[config.mk]
export PLATFORM = sky130hd
export DESIGN_NAME = alu8_core
export DESIGN_NICKNAME = d
export VERILOG_FILES = /design/src/rtl/alu8_pkg.sv /design/src/rtl/alu8_arith.sv /design/src/rtl/alu8_shift_logic.sv /design/src/rtl/alu8_flags.sv /design/src/rtl/alu8_core.sv
export SDC_FILE = /design/constraint.sdc
export NUM_CORES = 1
export LEC_CHECK = 0
export BUFFER_PORTS_ARGS = -buffer_cell sky130_fd_sc_hd__buf_2
export CORE_MARGIN = 2
export CORE_UTILIZATION = 45
export DETAILED_ROUTE_END_ITERATION = 7
export PLACE_DENSITY = 0.67
export SKIP_LAST_GASP = 1
export SLEW_MARGIN = 25
export SYNTH_ARGS = -nofsm -noshare
export SYNTH_HDL_FRONTEND = slang
export SYNTH_SLANG_ARGS = --single-unit
[constraint.sdc]
create_clock -name vclk -period 6.7
set_input_delay 0.335 -clock vclk [all_inputs]
set_output_delay 0.335 -clock vclk [all_outputs]
set_load 0.03 [all_outputs]
[src/rtl/alu8_pkg.sv]
// Package: operation codes and flag bit positions shared by the ALU units.
package alu8_pkg;

    typedef enum logic [4:0] {
        OP_ADD  = 5'd0,
        OP_ADC  = 5'd1,
        OP_SUB  = 5'd2,
        OP_SBC  = 5'd3,
        OP_AND  = 5'd4,
        OP_OR   = 5'd5,
        OP_XOR  = 5'd6,
        OP_COM  = 5'd7,
        OP_NEG  = 5'd8,
        OP_INC  = 5'd9,
        OP_DEC  = 5'd10,
        OP_LSL  = 5'd11,
        OP_LSR  = 5'd12,
        OP_ROL  = 5'd13,
        OP_ROR  = 5'd14,
        OP_ASR  = 5'd15,
        OP_SWAP = 5'd16
    } alu_op_e;

    localparam int FLAG_W = 6;
    localparam int FL_C   = 0;
    localparam int FL_Z   = 1;
    localparam int FL_N   = 2;
    localparam int FL_V   = 3;
    localparam int FL_S   = 4;
    localparam int FL_H   = 5;

    // Operations whose result comes from the shared adder/subtractor.
    function automatic logic uses_adder(alu_op_e op);
        return (op == OP_ADD) || (op == OP_ADC) || (op == OP_SUB) ||
               (op == OP_SBC) || (op == OP_NEG) || (op == OP_INC) ||
               (op == OP_DEC);
    endfunction

endpackage

[src/rtl/alu8_arith.sv]
// Shared adder/subtractor.
// Computes lhs + rhs + cin or lhs - rhs - cin. It reports the carry or borrow
// out of the top bit, the carry or borrow out of the low half, and signed
// overflow. Assumes WIDTH is even and at least 2.
module alu8_arith #(
    parameter int WIDTH = 8
) (
    input  logic [WIDTH-1:0] lhs_i,
    input  logic [WIDTH-1:0] rhs_i,
    input  logic             cin_i,
    input  logic             sub_i,
    output logic [WIDTH-1:0] sum_o,
    output logic             cout_o,
    output logic             hout_o,
    output logic             vout_o
);
    localparam int HALF = WIDTH / 2;

    logic [WIDTH:0] full_w;
    logic [HALF:0]  low_w;

    // Widened sums: the extra top bit is the carry, or the borrow after wrap.
    always_comb begin
        if (sub_i) begin
            full_w = {1'b0, lhs_i} - {1'b0, rhs_i} - {{WIDTH{1'b0}}, cin_i};
            low_w  = {1'b0, lhs_i[HALF-1:0]} - {1'b0, rhs_i[HALF-1:0]}
                   - {{HALF{1'b0}}, cin_i};
        end else begin
            full_w = {1'b0, lhs_i} + {1'b0, rhs_i} + {{WIDTH{1'b0}}, cin_i};
            low_w  = {1'b0, lhs_i[HALF-1:0]} + {1'b0, rhs_i[HALF-1:0]}
                   + {{HALF{1'b0}}, cin_i};
        end
    end

    // Signed overflow from operand and result sign bits.
    always_comb begin
        if (sub_i)
            vout_o = (lhs_i[WIDTH-1] != rhs_i[WIDTH-1]) &&
                     (full_w[WIDTH-1] != lhs_i[WIDTH-1]);
        else
            vout_o = (lhs_i[WIDTH-1] == rhs_i[WIDTH-1]) &&
                     (full_w[WIDTH-1] != lhs_i[WIDTH-1]);
    end

    assign sum_o  = full_w[WIDTH-1:0];
    assign cout_o = full_w[WIDTH];
    assign hout_o = low_w[HALF];

endmodule

[src/rtl/alu8_shift_logic.sv]
// Bitwise, shift, rotate and half-swap unit.
// Produces the result of every operation that does not use the adder, and the
// bit that goes to carry. Unused codes pass the left operand through.
// Assumes WIDTH is even and at least 2.
module alu8_shift_logic
    import alu8_pkg::*;
#(
    parameter int WIDTH = 8
) (
    input  alu_op_e          op_i,
    input  logic [WIDTH-1:0] a_i,
    input  logic [WIDTH-1:0] b_i,
    input  logic             cin_i,
    output logic [WIDTH-1:0] res_o,
    output logic             cout_o
);
    localparam int HALF = WIDTH / 2;

    logic [WIDTH-1:0] swapped_w;

    // Half swap built bit by bit.
    for (genvar i = 0; i < HALF; i++) begin : g_swap
        assign swapped_w[i]        = a_i[i + HALF];
        assign swapped_w[i + HALF] = a_i[i];
    end

    // Result and outgoing carry selected by operation.
    always_comb begin
        res_o  = a_i;
        cout_o = cin_i;
        unique case (op_i)
            OP_AND:  res_o = a_i & b_i;
            OP_OR:   res_o = a_i | b_i;
            OP_XOR:  res_o = a_i ^ b_i;
            OP_COM: begin
                res_o  = ~a_i;
                cout_o = 1'b1;
            end
            OP_LSL: begin
                res_o  = {a_i[WIDTH-2:0], 1'b0};
                cout_o = a_i[WIDTH-1];
            end
            OP_LSR: begin
                res_o  = {1'b0, a_i[WIDTH-1:1]};
                cout_o = a_i[0];
            end
            OP_ROL: begin
                res_o  = {a_i[WIDTH-2:0], cin_i};
                cout_o = a_i[WIDTH-1];
            end
            OP_ROR: begin
                res_o  = {cin_i, a_i[WIDTH-1:1]};
                cout_o = a_i[0];
            end
            OP_ASR: begin
                res_o  = {a_i[WIDTH-1], a_i[WIDTH-1:1]};
                cout_o = a_i[0];
            end
            OP_SWAP: res_o = swapped_w;
            default: res_o = a_i;
        endcase
    end

    // Guard: arithmetic shift must keep the sign bit.
    always_comb begin
        if (op_i == OP_ASR)
            AST_ASR_KEEPS_SIGN: assert (res_o[WIDTH-1] == a_i[WIDTH-1]);
    end

endmodule

[src/rtl/alu8_flags.sv]
// Flag former.
// Builds the new flag values and the per-flag write mask from the operation
// class, the final result and the carry information of both units. Assumes
// the result is already selected; S is always N xor V.
module alu8_flags
    import alu8_pkg::*;
#(
    parameter int WIDTH = 8
) (
    input  alu_op_e           op_i,
    input  logic [WIDTH-1:0]  res_i,
    input  logic              add_c_i,
    input  logic              add_h_i,
    input  logic              add_v_i,
    input  logic              sl_c_i,
    input  logic              z_i,
    output logic [FLAG_W-1:0] flags_o,
    output logic [FLAG_W-1:0] we_o
);
    logic n_w, z_w, c_w, v_w;

    // Zero: sticky for subtract-with-carry, plain for everything else.
    always_comb begin
        z_w = (res_i == '0);
        if (op_i == OP_SBC)
            z_w = z_w & z_i;
    end

    assign n_w = res_i[WIDTH-1];

    // Carry and overflow source selected by operation class.
    always_comb begin
        c_w = sl_c_i;
        v_w = 1'b0;
        unique case (op_i)
            OP_ADD, OP_ADC, OP_SUB, OP_SBC, OP_NEG: begin
                c_w = add_c_i;
                v_w = add_v_i;
            end
            OP_INC, OP_DEC: v_w = add_v_i;
            OP_LSL, OP_LSR, OP_ROL, OP_ROR, OP_ASR: v_w = n_w ^ sl_c_i;
            default: v_w = 1'b0;
        endcase
    end

    // Write mask per operation class.
    always_comb begin
        unique case (op_i)
            OP_ADD, OP_ADC, OP_SUB, OP_SBC, OP_NEG:
                we_o = 6'b11_1111;
            OP_AND, OP_OR, OP_XOR, OP_INC, OP_DEC:
                we_o = 6'b01_1110;
            OP_COM, OP_LSL, OP_LSR, OP_ROL, OP_ROR, OP_ASR:
                we_o = 6'b01_1111;
            default:
                we_o = 6'b00_0000;
        endcase
    end

    // Pack the flag vector.
    always_comb begin
        flags_o        = '0;
        flags_o[FL_C]  = c_w;
        flags_o[FL_Z]  = z_w;
        flags_o[FL_N]  = n_w;
        flags_o[FL_V]  = v_w;
        flags_o[FL_S]  = n_w ^ v_w;
        flags_o[FL_H]  = add_h_i;
    end

    // Guards on the zero input path and on the mask pairing of N and S.
    always_comb begin
        if (op_i == OP_SBC && !z_i)
            AST_SBC_Z_STICKY: assert (!flags_o[FL_Z]);
        AST_S_PAIRS_N: assert (we_o[FL_S] == we_o[FL_N]);
    end

endmodule

[src/rtl/alu8_core.sv]
// Eight-bit ALU top.
// Steers operands into the shared adder/subtractor, runs the bitwise/shift
// unit in parallel, selects the result and hands it to the flag former.
// Purely combinational; the status register lies outside this block.
module alu8_core
    import alu8_pkg::*;
#(
    parameter int WIDTH = 8
) (
    input  logic [4:0]        op_i,
    input  logic [WIDTH-1:0]  a_i,
    input  logic [WIDTH-1:0]  b_i,
    input  logic              c_i,
    input  logic              z_i,
    output logic [WIDTH-1:0]  res_o,
    output logic [FLAG_W-1:0] flags_o,
    output logic [FLAG_W-1:0] flag_we_o
);
    localparam logic [WIDTH-1:0] ONE = {{(WIDTH-1){1'b0}}, 1'b1};

    alu_op_e          op_w;
    logic [WIDTH-1:0] lhs_w, rhs_w, sum_w, sl_res_w;
    logic             cin_w, sub_w, add_c_w, add_h_w, add_v_w, sl_c_w;

    assign op_w = alu_op_e'(op_i);

    // Operand steering for the shared adder/subtractor.
    always_comb begin
        lhs_w = a_i;
        rhs_w = b_i;
        cin_w = 1'b0;
        sub_w = 1'b0;
        unique case (op_w)
            OP_ADC: cin_w = c_i;
            OP_SUB: sub_w = 1'b1;
            OP_SBC: begin
                sub_w = 1'b1;
                cin_w = c_i;
            end
            OP_NEG: begin
                lhs_w = '0;
                rhs_w = a_i;
                sub_w = 1'b1;
            end
            OP_INC: rhs_w = ONE;
            OP_DEC: begin
                rhs_w = ONE;
                sub_w = 1'b1;
            end
            default: ;
        endcase
    end

    alu8_arith #(.WIDTH(WIDTH)) arith_i (
        .lhs_i  (lhs_w),
        .rhs_i  (rhs_w),
        .cin_i  (cin_w),
        .sub_i  (sub_w),
        .sum_o  (sum_w),
        .cout_o (add_c_w),
        .hout_o (add_h_w),
        .vout_o (add_v_w)
    );

    alu8_shift_logic #(.WIDTH(WIDTH)) shl_i (
        .op_i   (op_w),
        .a_i    (a_i),
        .b_i    (b_i),
        .cin_i  (c_i),
        .res_o  (sl_res_w),
        .cout_o (sl_c_w)
    );

    // Final result selection.
    assign res_o = uses_adder(op_w) ? sum_w : sl_res_w;

    alu8_flags #(.WIDTH(WIDTH)) flags_i (
        .op_i    (op_w),
        .res_i   (res_o),
        .add_c_i (add_c_w),
        .add_h_i (add_h_w),
        .add_v_i (add_v_w),
        .sl_c_i  (sl_c_w),
        .z_i     (z_i),
        .flags_o (flags_o),
        .we_o    (flag_we_o)
    );

    // Guards relating ports across the units.
    always_comb begin
        if (op_w == OP_SWAP)
            AST_SWAP_NO_FLAGS: assert (flag_we_o == '0);
        if (op_w == OP_INC || op_w == OP_DEC)
            AST_INCDEC_KEEP_C: assert (!flag_we_o[FL_C] && !flag_we_o[FL_H]);
        if (op_w == OP_ROL)
            AST_ROL_CARRY_IN: assert (res_o[0] == c_i && flags_o[FL_C] == a_i[WIDTH-1]);
        if (op_w == OP_AND || op_w == OP_OR || op_w == OP_XOR)
            AST_LOGIC_V_CLEAR: assert (!flags_o[FL_V] && !flag_we_o[FL_C]);
        if (op_i > 5'd16)
            AST_UNUSED_PASS: assert (res_o == a_i && flag_we_o == '0);
    end

endmodule

==> results of run 1 <==
## cells by family (layout without fill, tap and decap cells)
family,after synthesis,count (layout)
xor+xnor,13,13
compound gates,103,103
mux,5,5
fa+ha+maj,43,43
simple gates,90,90
buf+inv,62,86
## worst max-delay path by stage
stage	cells after the start	slack (ns)	end
global route	16	1.17	flags_o[1]
CTS	16	1.76	flags_o[1]
finish	16	1.72	flags_o[1]
global placement	16	1.85	flags_o[1]
detailed placement	16	1.78	flags_o[1]
floorplan	16	1.97	flags_o[3]
## through the flow
step                hold WS (ns)  util [%]  cell area, um^2  worst slack (ns)  std cells
global route                1.18      50.7             2410              1.17        407
finish                      1.14      50.7             2410              1.72        407
detailed placement          1.13      50.7             2410              1.78        407
floorplan                  0.975         -             2220              1.97        316
global placement            1.13      50.7             2410              1.85        407
CTS                         1.14      50.7             2410              1.76        407
## routing by layer
metal | share of wire, % | vias to the layer above
met5 | 0 | -
met4 | 2.4 | 0
met3 | 8.0 | 14
met2 | 44 | 107
met1 | 45 | 1133
li1 | - | 1192
## area by class of cell
type	instances	area share (%)
well taps	67	3.48
multi-input cells	254	80.8
inverters	42	6.54
repair buffers	44	9.23
## cells in the final DEF (no fill, tap or decap), types with 5 or more instances in the layout
| cell | n |
|---|---|
| a211oi_1 | 7 |
| nand2b_1 | 9 |
| nand2_1 | 26 |
| o21ai_1 | 5 |
| nor2_1 | 19 |
| ha_1 | 39 |
| o21ai_0 | 15 |
| inv_1 | 42 |
| a22oi_1 | 7 |
| buf_2 | 43 |
| a21oi_1 | 19 |
| nor2b_1 | 5 |
| xnor2_1 | 9 |
## power by group through the flow
stage,clock network [mW],registers [mW],logic (mW)
5_1_grt,0,0,0.263
2_1_floorplan,0,0,0.181
3_3_place_gp,0,0,0.232
4_1_cts,0,0,0.235
3_5_place_dp,0,0,0.233
6_report,0,0,0.237
## critical path: stages
cell and delay [ns]:
buf_2 0.12, inv_1 0.07, ha_1 0.47, nand4bb_1 0.48, nor4_1 0.33, a21oi_1 0.15
fa_1 0.48, fa_1 0.40, a21o_1 0.17, a21oi_1 0.29, xnor2_1 0.10, a22oi_1 0.17
o21ai_1 0.10, or4b_1 0.57, nor3_2 0.18, buf_2 0.22
==> metrics, run 1 <==
layout cells sized above 1 15.3%; Crit Path Class in -> out; Syn Area/Cell 7.03 um^2; largest net degree at the start of global routing 24; Vias/cell 6.01; adder-cell area share of the yosys netlist 25.6%; IO Pins 43; Setup Buffers After CTS 0; LEAKAGE 1.15 nW; setup tns final 0 ns; top cell type by total area after synthesis ha_1; WP data arrival 4.65 ns; Mapped Cells 316; Net Sw Power 149 uW; max-cap violation count 0; global-route wire length before repair 11.0 mm; drt first pass iters 5; Gate power share 100.0%; Hold Violations, Final 0; share of power burned in registers 0%; cell internal pwr 87.7 uW; top area cells in the synthesized netlist ha_1 (22%), inv_1 (7.1%), nand2_1 (4.4%); DP HPWL 5.20 mm; Rel. slew slack 45.0%; initial antenna violation count 0; Site Rows 25; Synth Area in XOR/XNOR 5.12%; Tot Pwr 237 uW; # DRC 0; sw frac 63.0%; vias in the first global route 2320; Synth Area in Compound Gates 32.2%; clock buffers 0; # setup viols final 0; layout filler cell count 522; final cycle utilization of the critical path 74.3%; Nets 408; DR vias 2446; antenna cells 0; area of the multi-input gates 0.00195 mm^2; register area share after synthesis 0%; met2 GRT Util 41.9%; DRT antenna net count 0; post-CTS sizing 0; DR iter-0 viols 271; Die Area 0.00552 mm^2; Clock power frac 0%; gr busiest metal met2; Yosys cell types 64; minimum clock period 4.98 ns; GRT met3 Usage 2.17%; register area 0 um^2; Seq cells 0; max-slew violation count 0; GR Overflow Total 0; Routability Congestion 0.973; Post-CTS Hold Fix Bufs 0; largest family of logic cells by synthesized area compound AO/OA/AOI/OAI gates; grt met1 use 35.4%; Fmax 201 MHz; Routed Wire Length 6.49 mm; Setup crit start op_i[0]; post-synthesis simple-gate area fraction 22.5%; area share of the largest cell type after synthesis 22.0%; startpoint types primary input; Crit path required time 6.36 ns; cell area after synthesis 0.00222 mm^2; Commonest cells post-synth inv_1 (42), ha_1 (39), nand2_1 (26); most numerous cell in the Yosys netlist inv_1; hold depth 3; syn_nets 382; Core Box Area 0.00475 mm^2; Initial Util 46.7%; die extent in x 74.3 um; multiplexer share of the synthesized area 2.31%; hold crit path type in -> out; port bufs 43; CP Max Fanout 14; synthesis-to-finish area growth 8.56%; warnings from Yosys 0; CP endpoint kind primary output; Die Y 74.3 um; Power Dens Cells 98.2 mW/mm^2; status finished, final reports clean; Slew @ Worst Pin 0.815 ns; WL per Instance 16.0 um; RSZ-0062 raised after global routing no; GRT Util Overall 25.0%; maximum vdd drop 0.0484 mV; Hold Crit Start op_i[4]; WHS Endpoint flag_we_o[0]
(Power assumes the default switching activity.)
==> run 2, diff against run 1 <==
--- a/config.mk
+++ b/config.mk
@@ -5,11 +5,12 @@
 export SDC_FILE = /design/constraint.sdc
 export NUM_CORES = 1
 export LEC_CHECK = 0
+export ABC_AREA = 1
 export BUFFER_PORTS_ARGS = -buffer_cell sky130_fd_sc_hd__buf_2
 export CORE_MARGIN = 2
 export CORE_UTILIZATION = 45
 export DETAILED_ROUTE_END_ITERATION = 7
-export PLACE_DENSITY = 0.67
+export PLACE_DENSITY = 0.69
 export SKIP_LAST_GASP = 1
 export SLEW_MARGIN = 25
 export SYNTH_ARGS = -nofsm -noshare
==> constraint.sdc (replaced) <==
create_clock -name vclk -period 4
set_input_delay 0.2 -clock vclk [all_inputs]
set_output_delay 0.2 -clock vclk [all_outputs]
set_load 0.03 [all_outputs]
==> metrics, run 2 <==
Power Dens Cells 163 mW/mm^2 (was 98.2 mW/mm^2); Nets 518 (was 408); GR Overflow Total 0 (unchanged); Crit Path Class in -> out (unchanged); Die Area 0.00577 mm^2 (was 0.00552 mm^2); DP HPWL 5.36 mm (was 5.20 mm); hold crit path type in -> out (unchanged); CP bufs+invs 6 (was 3); slowest CP cell fa_2 (was or4b_1); antenna cells 0 (unchanged); DR iter-0 viols 151 (was 271); status finished, final reports clean (unchanged); Seq cells 0 (unchanged); Syn Area/Cell 5.64 um^2 (was 7.03 um^2); DR vias 2648 (was 2446); # DRC 0 (unchanged); WP data arrival 3.48 ns (was 4.65 ns); largest net degree at the start of global routing 15 (was 24); initial antenna violation count 0 (unchanged); global-route wire length before repair 11.0 mm (about the same); Final Non-Filler Cells 520 (was 407); Cells after DPL 520 (was 407); die extent in x 76.0 um (was 74.3 um); cell family with most CP delay simple AND/OR/NAND/NOR gates (unchanged); Slew @ Worst Pin 0.613 ns (was 0.815 ns); clock buffers 0 (unchanged); Setup Buffers After CTS 0 (unchanged); max-slew violation count 0 (unchanged); CP endpoint kind primary output (unchanged); Setup crit start op_i[0] (unchanged); layout cells sized above 1 19.8% (was 15.3%); max-cap violation count 0 (unchanged); Yosys cell types 37 (was 64); top area cells in the synthesized netlist ha_1 (21%), nand2_1 (13%), inv_1 (12%) (was ha_1 (22%), inv_1 (7.1%), nand2_1 (4.4%)); CP Max Fanout 8 (was 14); Rel. slew slack 58.9% (was 45.0%); minimum clock period 3.68 ns; cell area after synthesis 0.00233 mm^2 (was 0.00222 mm^2); Routed Wire Length 6.41 mm (was 6.49 mm); maximum vdd drop 0.128 mV (was 0.0484 mV); most numerous cell in the Yosys netlist nand2_1 (was inv_1); Crit path required time 3.80 ns (was 6.36 ns); Commonest cells post-synth nand2_1 (82), inv_1 (73), nor2_1 (61) (was inv_1 (42), ha_1 (39), nand2_1 (26)); warnings from Yosys 0 (unchanged); Routability Congestion 0.897 (was 0.973); WL per Instance 12.3 um (was 16.0 um); # setup viols final 0 (unchanged); LEAKAGE 1.53 nW (was 1.15 nW); most common cell after layout, fill and taps aside nand2_1 (was buf_2); synthesis-to-finish area growth 11.9% (was 8.56%); area share of the largest cell type after synthesis 20.9% (was 22.0%); GRT Util Overall 22.2% (was 25.0%); port bufs 43 (unchanged); DRT antenna net count 0 (unchanged); CP max stage delay 0.43 ns (was 0.57 ns); startpoint types primary input (unchanged); Crit path top cell by count nor2_1; RSZ-0062 raised after global routing yes (was no); IO Pins 43 (unchanged); Fmax 271 MHz; top cell type by total area after synthesis ha_1 (unchanged); Die Y 76.0 um (was 74.3 um); Initial Util 46.2% (was 46.7%); Mapped Cells 413 (was 316); Hold Crit Start op_i[4] (unchanged); register area 0 um^2 (unchanged); drt first pass iters 5 (unchanged); register area share after synthesis 0% (unchanged); syn_nets 479 (was 382); most frequent cells in the layout nand2_1 (82), inv_1 (73), nor2_1 (60) (was buf_2 (43), inv_1 (42), ha_1 (39)); vias in the first global route 2397 (was 2320); Site Rows 26 (was 25); Hold Violations, Final 0 (unchanged); Core Box Area 0.00504 mm^2 (was 0.00475 mm^2); Vias/cell 5.09 (was 6.01); final cycle utilization of the critical path 92.1%; setup tns final 0 ns (unchanged)
-- run 2: what timing repair did --
action                     in CTS  in global routing
resized for setup               0                  7
setup endpoints to repair       0                  5
hold buffers                    0                  0
-- run 2: kinds of logic after synthesis --
family                   Yosys count  share of synthesized area, %
AND/OR/NAND/NOR                  198                          39.1
AO/OA/AOI/OAI                     75                          18.5
XOR/XNOR                           3                          1.13
adder cells (fa/ha/maj)           43                          24.4
buffers and inverters             94                          16.9
-- run 2: final timing paths --
check | endpoint | slack, ns | cells after the start
max | flags_o[1] | 0.32 | 25
min | flag_we_o[0] | 0.81 | 3
-- run 2: area by class of cell --
cell class | count | area [um^2]
inverter | 83 | 312
tap | 70 | 87.6
fill | 551 | 2430
multi-input combinational | 319 | 1950
timing repair buffer | 48 | 255
-- run 2: metrics by stage --
stage / utilization (%) / hold slack [ns] / power (mW) / cell area, um^2 / worst slack (ns)
3_5_place_dp: 51.3 / 0.788 / 0.419 / 2590 / 0.110
3_3_place_gp: 51.3 / 0.786 / 0.417 / 2590 / 0.193
5_1_grt: 51.7 / 0.832 / 0.479 / 2610 / -0.00622
2_1_floorplan: - / 0.495 / 0.324 / 2330 / 0.447
6_report: 51.7 / 0.812 / 0.425 / 2610 / 0.315
4_1_cts: 51.3 / 0.788 / 0.421 / 2590 / 0.0950
-- run 2: power breakdown --
group	total, mW	internal, mW	switching (mW)
sequential	0	0	0
combinational	0.425	0.140	0.286
clock	0	0	0
-- run 2: per-layer routing --
metal / vias up / wire [um] / global-route usage (%)
met1: 1169 / 3130 / 32.4
met2: 94 / 2860 / 37.9
met4: 0 / 57 / 2.36
li1: 1381 / - / -
met5: - / 0 / 0
met3: 4 / 359 / 0.592
-- run 2: tightest hold or removal path: stages --
cell	delay [ns]
buf_2	0.17
a211oi_1	0.07
buf_2	0.17
==> run 3, diff against run 2 <==
--- a/config.mk
+++ b/config.mk
@@ -7,6 +7,7 @@
 export LEC_CHECK = 0
 export ABC_AREA = 1
 export BUFFER_PORTS_ARGS = -buffer_cell sky130_fd_sc_hd__buf_2
+export CORE_ASPECT_RATIO = 2
 export CORE_MARGIN = 2
 export CORE_UTILIZATION = 45
 export DETAILED_ROUTE_END_ITERATION = 7
==> metrics, run 3 (synthesis results as in run 2) <==
Power Dens Cells 164 mW/mm^2 (was 163 mW/mm^2); WP data arrival 3.53 ns (was 3.48 ns); DP HPWL 5.36 mm (about the same); startpoint types primary input (unchanged); Seq cells 0 (unchanged); layout filler cell count 552 (was 551); synthesis-to-finish area growth 10.8% (was 11.9%); CP endpoint kind primary output (unchanged); Tot Pwr 424 uW (was 425 uW); Site Rows 37 (was 26); max-cap violation count 0 (unchanged); largest net degree at the start of global routing 15 (unchanged); Fmax 268 MHz (was 271 MHz); die extent in x 54.9 um (was 76.0 um); register area 0 um^2 (unchanged); Routability Congestion 0.880 (was 0.897); Hold Violations, Final 0 (unchanged); vias in the first global route 2450 (was 2397); # DRC 0 (unchanged); Hold Worst Slack 0.796 ns (was 0.812 ns); DRT antenna net count 0 (unchanged); DR iter-0 viols 75 (was 151); # setup viols final 0 (unchanged); Die Area 0.00581 mm^2 (was 0.00577 mm^2); LEAKAGE 1.52 nW (was 1.53 nW); global-route wire length before repair 10.8 mm (was 11.0 mm); Vias/cell 5.22 (was 5.09); CP Max Fanout 7 (was 8); port bufs 43 (unchanged); Nets 516 (was 518); hold depth 3 (unchanged); antenna cells 0 (unchanged); post-CTS sizing 0 (unchanged); GRT Util Overall 23.8% (was 22.2%); most common cell after layout, fill and taps aside nand2_1 (unchanged); WL per Instance 12.8 um (was 12.3 um); IO Pins 43 (unchanged); initial antenna violation count 0 (unchanged); WHS Endpoint flag_we_o[5] (was flag_we_o[0]); maximum vdd drop 0.128 mV (about the same); Hold Crit Start op_i[4] (unchanged); layout cells sized above 1 19.9% (was 19.8%); clock buffers 0 (unchanged); Rel. slew slack 56.3% (was 58.9%); hold crit path type in -> out (unchanged); post-place setup slack 0.126 ns (was 0.110 ns); Crit Path Class in -> out (unchanged); Routed Wire Length 6.49 mm (was 6.41 mm); most frequent cells in the layout nand2_1 (82), inv_1 (73), nor2_1 (60) (unchanged); final cycle utilization of the critical path 93.3% (was 92.1%); DR vias 2641 (was 2648); Die Y 106 um (was 76.0 um); post-route setup slack 0.268 ns (was 0.315 ns); status finished, final reports clean (unchanged); Slew @ Worst Pin 0.654 ns (was 0.613 ns); Crit path required time 3.80 ns (about the same); Core Box Area 0.00505 mm^2 (was 0.00504 mm^2); Setup Buffers After CTS 0 (unchanged); Post-CTS Hold Fix Bufs 0 (unchanged); RSZ-0062 raised after global routing yes (unchanged); area of the multi-input gates 0.00196 mm^2 (was 0.00195 mm^2); Initial Util 46.2% (about the same); max-slew violation count 0 (unchanged); minimum clock period 3.73 ns (was 3.68 ns); GR Overflow Total 0 (unchanged); drt first pass iters 5 (unchanged)
[run 3: cell types whose count changed in the layout (fill, tap and decap cells not counted), sizes merged]
cell and change:
buf -2
[run 3: per-stage QoR]
stage                     instances  area, um^2  TNS, ns  util, %
after floorplan                 413        2330        0        -
after global placement          506        2560        0     50.7
after global routing            506        2580  -0.0754     51.2
final                           506        2580        0     51.2
after CTS                       506        2560        0     50.7
after detailed placement        506        2560        0     50.7
[run 3: critical path: stages]
cell and delay, ns:
buf_2 0.10, inv_1 0.06, ha_1 0.23, inv_1 0.10, nor2_2 0.07, nand2_4 0.08, clkinv_1 0.07, nor2_1 0.13
inv_2 0.09, nor2_1 0.17, a21oi_2 0.09, fa_2 0.42, fa_1 0.41, nand3_1 0.09, nand2_1 0.10, nand2_1 0.10
nand2_1 0.05, a21oi_1 0.16, nand2_1 0.07, a21oi_1 0.15, nor2_1 0.06, nor2_1 0.12, nand3_1 0.10, nor2_1 0.10
clkbuf_4 0.19
[run 3: per-layer routing]
layer	GRT usage (%)	up-vias	part of all wire, %
li1	-	1382	-
met1	32.5	1143	43
met2	39.5	102	49
met3	1.56	14	5.7
met4	5.57	0	2.8
met5	0	-	0
[run 3: power by group]
group / total [mW] / internal [mW] / switching [mW]
Sequential: 0 / 0 / 0
Clock: 0 / 0 / 0
Combinational: 0.424 / 0.139 / 0.285
[run 3: layout make-up]
class              count  area share, %
inverters             83           12.1
multi-input cells    319           75.8
well taps             58           2.81
repair buffers        46           9.30
[run 3: worst max-delay path by stage]
stage	start	endpoint	slack, ns	cells after the start
2_1_floorplan	op_i[0]	flags_o[1]	0.45	24
3_3_place_gp	op_i[0]	flags_o[4]	0.18	29
3_5_place_dp	op_i[0]	flags_o[1]	0.13	25
4_1_cts	op_i[0]	flags_o[1]	0.12	25
5_1_grt	op_i[0]	flags_o[1]	-0.04	25
6_report	op_i[0]	flags_o[1]	0.27	25
